[config.mk]
export PLATFORM = sky130hd
export DESIGN_NAME = alu_core
export DESIGN_NICKNAME = d
export VERILOG_FILES = /design/src/rtl/alu_pkg.sv /design/src/rtl/alu_operand_prep.sv /design/src/rtl/alu_bitwise.sv /design/src/rtl/alu_cla_adder.sv /design/src/rtl/alu_zero_detect.sv /design/src/rtl/alu_core.sv
export SDC_FILE = /design/constraint.sdc
export NUM_CORES = 1
export LEC_CHECK = 0
export CORE_ASPECT_RATIO = 1.25
export CORE_UTILIZATION = 45
export DETAILED_ROUTE_END_ITERATION = 12
export PLACE_DENSITY = 0.81
export SLEW_MARGIN = 20
export SYNTH_ARGS = -nofsm -noshare
export SYNTH_HDL_FRONTEND = slang
export SYNTH_SLANG_ARGS = --single-unit
[constraint.sdc]
create_clock -name vclk -period 13.3
set_clock_uncertainty 0.1 [all_clocks]
set_input_delay 3.99 -clock vclk [all_inputs]
set_output_delay 3.99 -clock vclk [all_outputs]
set_load 0.01 [all_outputs]
[src/rtl/alu_pkg.sv]
package alu_pkg;

    typedef enum logic [1:0] {
        ROUTE_AND  = 2'b00,
        ROUTE_OR   = 2'b01,
        ROUTE_SUM  = 2'b10,
        ROUTE_LESS = 2'b11
    } alu_route_e;

    typedef struct packed {
        logic       flip_a;
        logic       flip_b;
        alu_route_e route;
    } alu_ctl_t;

endpackage

[src/rtl/alu_operand_prep.sv]
module alu_operand_prep #(
    parameter int WIDTH = 32
) (
    input  logic [WIDTH-1:0] din,
    input  logic             flip,
    output logic [WIDTH-1:0] dout
);
    genvar i;
    generate
        for (i = 0; i < WIDTH; i++) begin : g_bit
            assign dout[i] = din[i] ^ flip;
        end
    endgenerate
endmodule

[src/rtl/alu_bitwise.sv]
module alu_bitwise #(
    parameter int WIDTH = 32
) (
    input  logic [WIDTH-1:0] x,
    input  logic [WIDTH-1:0] y,
    output logic [WIDTH-1:0] conj,
    output logic [WIDTH-1:0] disj
);
    assign conj = x & y;
    assign disj = x | y;
endmodule

[src/rtl/alu_cla_adder.sv]
module alu_cla_adder #(
    parameter int WIDTH = 32,
    parameter int GROUP = 4
) (
    input  logic [WIDTH-1:0] x,
    input  logic [WIDTH-1:0] y,
    input  logic             cin,
    output logic [WIDTH-1:0] sum,
    output logic             carry_msb,
    output logic             carry_out
);
    localparam int NGRP = WIDTH / GROUP;

    logic [NGRP:0]    gcarry;
    logic [WIDTH-1:0] bcarry;

    assign gcarry[0] = cin;

    genvar k;
    generate
        for (k = 0; k < NGRP; k++) begin : g_grp
            logic [GROUP-1:0] gen_b, prp_b, lc;
            logic             grp_gen, grp_prp;

            assign gen_b = x[k*GROUP +: GROUP] & y[k*GROUP +: GROUP];
            assign prp_b = x[k*GROUP +: GROUP] ^ y[k*GROUP +: GROUP];

            always_comb begin
                grp_gen = 1'b0;
                grp_prp = 1'b1;
                for (int i = 0; i < GROUP; i++) begin
                    grp_gen = gen_b[i] | (prp_b[i] & grp_gen);
                    grp_prp = grp_prp & prp_b[i];
                end
            end

            assign gcarry[k+1] = grp_gen | (grp_prp & gcarry[k]);

            always_comb begin
                lc[0] = gcarry[k];
                for (int i = 1; i < GROUP; i++) begin
                    lc[i] = gen_b[i-1] | (prp_b[i-1] & lc[i-1]);
                end
            end

            assign bcarry[k*GROUP +: GROUP] = lc;
            assign sum[k*GROUP +: GROUP]    = prp_b ^ lc;
        end
    endgenerate

    assign carry_msb = bcarry[WIDTH-1];
    assign carry_out = gcarry[NGRP];
endmodule

[src/rtl/alu_zero_detect.sv]
module alu_zero_detect #(
    parameter int WIDTH = 32
) (
    input  logic [WIDTH-1:0] value,
    output logic             all_clear
);
    assign all_clear = ~(|value);
endmodule

[src/rtl/alu_core.sv]
module alu_core #(
    parameter int WIDTH = 32,
    parameter int GROUP = 4
) (
    input  logic [WIDTH-1:0] op_a,
    input  logic [WIDTH-1:0] op_b,
    input  logic [3:0]       alu_ctrl,
    output logic [WIDTH-1:0] result,
    output logic             zero
);
    import alu_pkg::*;

    alu_ctl_t         ctl;
    logic [WIDTH-1:0] a_eff, b_eff, conj, disj, sum;
    logic             c_msb, c_out, ovf, less_bit;

    assign ctl = alu_ctl_t'(alu_ctrl);

    alu_operand_prep #(.WIDTH(WIDTH)) u_prep_a (.din(op_a), .flip(ctl.flip_a), .dout(a_eff));
    alu_operand_prep #(.WIDTH(WIDTH)) u_prep_b (.din(op_b), .flip(ctl.flip_b), .dout(b_eff));

    alu_bitwise #(.WIDTH(WIDTH)) u_bitwise (.x(a_eff), .y(b_eff), .conj(conj), .disj(disj));

    alu_cla_adder #(.WIDTH(WIDTH), .GROUP(GROUP)) u_adder (
        .x(a_eff), .y(b_eff), .cin(ctl.flip_b),
        .sum(sum), .carry_msb(c_msb), .carry_out(c_out)
    );

    // Signed overflow corrects the raw sign for the less-than bit.
    assign ovf      = c_msb ^ c_out;
    assign less_bit = sum[WIDTH-1] ^ ovf;

    always_comb begin
        unique case (ctl.route)
            ROUTE_AND:  result = conj;
            ROUTE_OR:   result = disj;
            ROUTE_SUM:  result = sum;
            ROUTE_LESS: result = {{(WIDTH-1){1'b0}}, less_bit};
        endcase
    end

    alu_zero_detect #(.WIDTH(WIDTH)) u_zero (.value(result), .all_clear(zero));

    always_comb begin
        if (alu_ctrl == 4'b0010)
            assert_add_R3: assert (result == op_a + op_b);
        if (alu_ctrl == 4'b0110)
            assert_sub_R4: assert (result == op_a - op_b);
        if (alu_ctrl == 4'b0111)
            assert_slt_R5: assert (result == {{(WIDTH-1){1'b0}}, ($signed(op_a) < $signed(op_b))});
        if (alu_ctrl == 4'b1100)
            assert_nor_R6: assert (result == ~(op_a | op_b));
        assert_zero_R7: assert (zero == (result == '0));
    end
endmodule

==> summary by stage <==
Synthesis
The number of cells produced by synthesis is 432. Summed over its instances, the top area cell type makes up 24.6% of the synthesized netlist area. The synthesized area per cell is 7.52 µm². The post-synthesis sequential area ratio is 0%. The net count of the mapped netlist is 587.

Yosys printed 0 warnings. In the post-synthesis netlist, the biggest area contributors are ha_1 25%, xor2_1 17%, fa_1 14%. Summed over all instances, the cell type with the most area after synthesis is ha_1. The netlist area before placement is 0.00325 mm². Counting distinct cell types in the post-synthesis netlist gives 37.

Power
In this run the power density over the cells is 62.4 mW/mm². The switching power total is 0.000144 W. The cell internal power dissipation is 0.000143 W. The part of the total power dissipated in the clock network is 0%. IR analysis of the VDD net gives a maximum drop of 0.0372 mV. The fraction of power consumed by combinational cells is 100.0%. Of the total power, the share spent switching nets is 50.3%. In this run the static leakage power is 2.24 nW.

Sequential cells burn 0% of the power.

Global routing
The total congestion overflow is 0. The initial antenna violation count is 0. The global routing met3 resource utilization is 0.660%. After global routing, the most crowded layer is met2. For this run, global-route usage on met1 was measured as 29.0%. The first-pass GRT wire length is 14800 µm. Global routing used 23.8% of the available tracks across all layers. The largest net degree at the start of global routing is 66. The number of global-route vias before repair is 3413. For this run, global-route usage on met2 was measured as 44.6%.

STA
The final sum of negative setup slack is 0 ns. In this run the tightest slew margin relative to its limit is 56.6%. The slew at the pin closest to its max-slew limit is 0.650 ns. Based on the critical path, the design can be clocked at up to 76.3 MHz. The number of hold violations in the final report is 0. Setup violations remaining at the end of the flow were counted as 0. Setup repair after global routing left no endpoint under its margin. The shortest clock period the worst path allows after layout is 13.10 ns.

The number of pins exceeding their max-slew limit in the final report is 0. The share of the clock period used by the worst path is 98.5%.

Critical path
The worst setup path is captured at a primary output. The worst setup path is launched from a primary input. Of all nets on the critical path, the largest fanout is 3. The setup path with the least slack is of type primary input to primary output. Data on the critical path arrives at its endpoint at 9.01 ns.

Data on the critical path is required at its endpoint by 9.21 ns.

Routing
The number of vias per cell after detailed routing is 5.23. The routed wire length is 9140 µm. The via count is 3310. The detailed-route wire length per cell is 14.4 µm.

For this run, design rule violations remaining after detail routing come to 0. The number of violations reported at the end of detailed-routing iteration 0 is 121. The pre-antenna-repair detailed-routing pass consisted of 4 iterations. The count of nets left with antenna violations after detail routing is 0.

Cells and area
Across the whole layout, storage elements account for 0 µm². The number of antenna cells inserted is 0. The layout has 601 filler cells. The sequential cell count is 0. The ratio of cells with drive above 1 in the final layout is 9.02%. Compared with the post-synthesis result, the final layout area differs by 41.5%. The core utilization of the finished layout is 65.9%. The total of clock buffers placed in the layout is 0. The layout net count is 700.

Status
The run finished with clean final reports.

Run
The tool flagged a number of max-cap violations equal to 0.

Min path
The class of the tightest hold or removal check is primary input to primary output.

Place
At the end of routability-driven placement, the weighted congestion stood at 0.888. The half-perimeter wire length of the detailed placement result is 7570 µm. The number of buffer cells added on primary ports is 101.

Floorplanning
101 I/O pins were placed. Measured along the x axis, the die boundary spans 78.0 µm. The core box area is 0.00698 mm². In this run the vertical extent of the chip is 97.0 µm. The site row count is 34. The floorplan step defined a die boundary enclosing 0.00757 mm². The effective utilization at floorplan is 46.6%.
[synthesized netlist by cell type (2+ instances only)]
library cell,count
nand2_1,39
buf_2,6
inv_1,69
nor2_1,20
nand2b_1,4
nor4_1,6
o22ai_1,25
a21oi_1,12
clkbuf_1,10
a211oi_1,2
o21ai_0,39
xnor2_1,9
nand4_1,4
o21ai_1,2
mux2i_1,9
fa_1,23
buf_1,5
ha_1,64
a21o_1,3
xor2_1,64
[worst max-delay path, cell delays in order]
cell and delay [ns]:
clkdlybuf4s50_1 0.45, xor2_1 0.18, ha_1 0.32, and3_1 0.16, a31o_2 0.16, o21ai_0 0.10, a21oi_1 0.15, o21ai_0 0.13
o21a_1 0.23, fa_1 0.46, fa_2 0.42, fa_1 0.45, xnor2_1 0.14, mux2i_1 0.14, o21ai_1 0.11, or4_1 0.43
or4b_4 0.54, nor4_4 0.25, buf_2 0.18
[placed cells by master, fill, tap and decap left out, types with 2 or more instances in the layout]
cell type	synthesis	routed
a211oi_1	2	2
inv_1	69	69
nand4_1	4	4
nand2_1	39	39
fa_2	0	5
clkdlybuf4s50_1	0	97
xor2_2	0	2
xnor2_1	9	9
buf_4	0	28
o21ai_0	39	35
o21ai_1	2	5
buf_12	0	4
fa_1	23	18
a21oi_1	12	12
o22ai_1	25	25
nand2b_1	4	4
nor4_1	6	6
nor2_1	20	20
buf_2	6	3
a21o_1	3	3
ha_1	64	63
xor2_1	64	62
mux2i_1	9	9
[repair_timing]
action,CTS,global route
hold endpoints to repair,0,0
pin swaps,1,4
resized for setup,2,18
setup endpoints to repair,1,1
setup buffers,0,1
hold buffers,0,0
[cells by family (layout without fill, tap and decap cells)]
family                   count (synthesis)  in the layout  share of synthesized area [%]
adder cells (fa/ha/maj)                 87             87                           38.8
AO/OA/AOI/OAI                           91             91                           16.2
XOR/XNOR                                73             73                           19.7
AND/OR/NAND/NOR                         81             81                           11.6
multiplexers                             9              9                           2.77
buffers and inverters                   91            202                           11.0
[worst paths after layout]
| check | startpoint | to | cells after the start |
|---|---|---|---|
| worst max-delay path | op_a[3] | zero | 19 |
| worst min-delay path | alu_ctrl[1] | zero | 8 |
[layout make-up]
| class | count | area [µm²] | area share (%) |
|---|---|---|---|
| inverter | 69 | 259 | 5.63 |
| tap | 90 | 113 | 2.45 |
| multi-input combinational | 341 | 2940 | 63.9 |
| timing repair buffer | 133 | 1290 | 28.0 |
[through the flow]
stage	instances	setup slack (ns)	area, µm²	hold slack (ns)	total power (W)
floorplan	432	0.0407	3250	7.98	0.000166
global placement	632	-0.278	4540	9.04	0.000269
detailed placement	632	-0.448	4540	9.06	0.000281
CTS	632	0.0164	4540	9.07	0.000283
global route	633	0.0336	4600	8.98	0.000318
finish	633	0.199	4600	8.87	0.000287
[power by group through the flow]
stage               Combinational, W  Sequential, W  Clock (W)
finish                      0.000287              0          0
global route                0.000318              0          0
CTS                         0.000283              0          0
global placement            0.000269              0          0
floorplan                   0.000166              0          0
detailed placement          0.000281              0          0
[per-layer routing]
| metal | up-vias | wire length (µm) |
|---|---|---|
| met3 | 20 | 399 |
| met2 | 113 | 4750 |
| met4 | 0 | 265 |
| li1 | 1633 | - |
| met1 | 1544 | 3730 |
| met5 | - | 0 |
(Power assumes the default switching activity.)
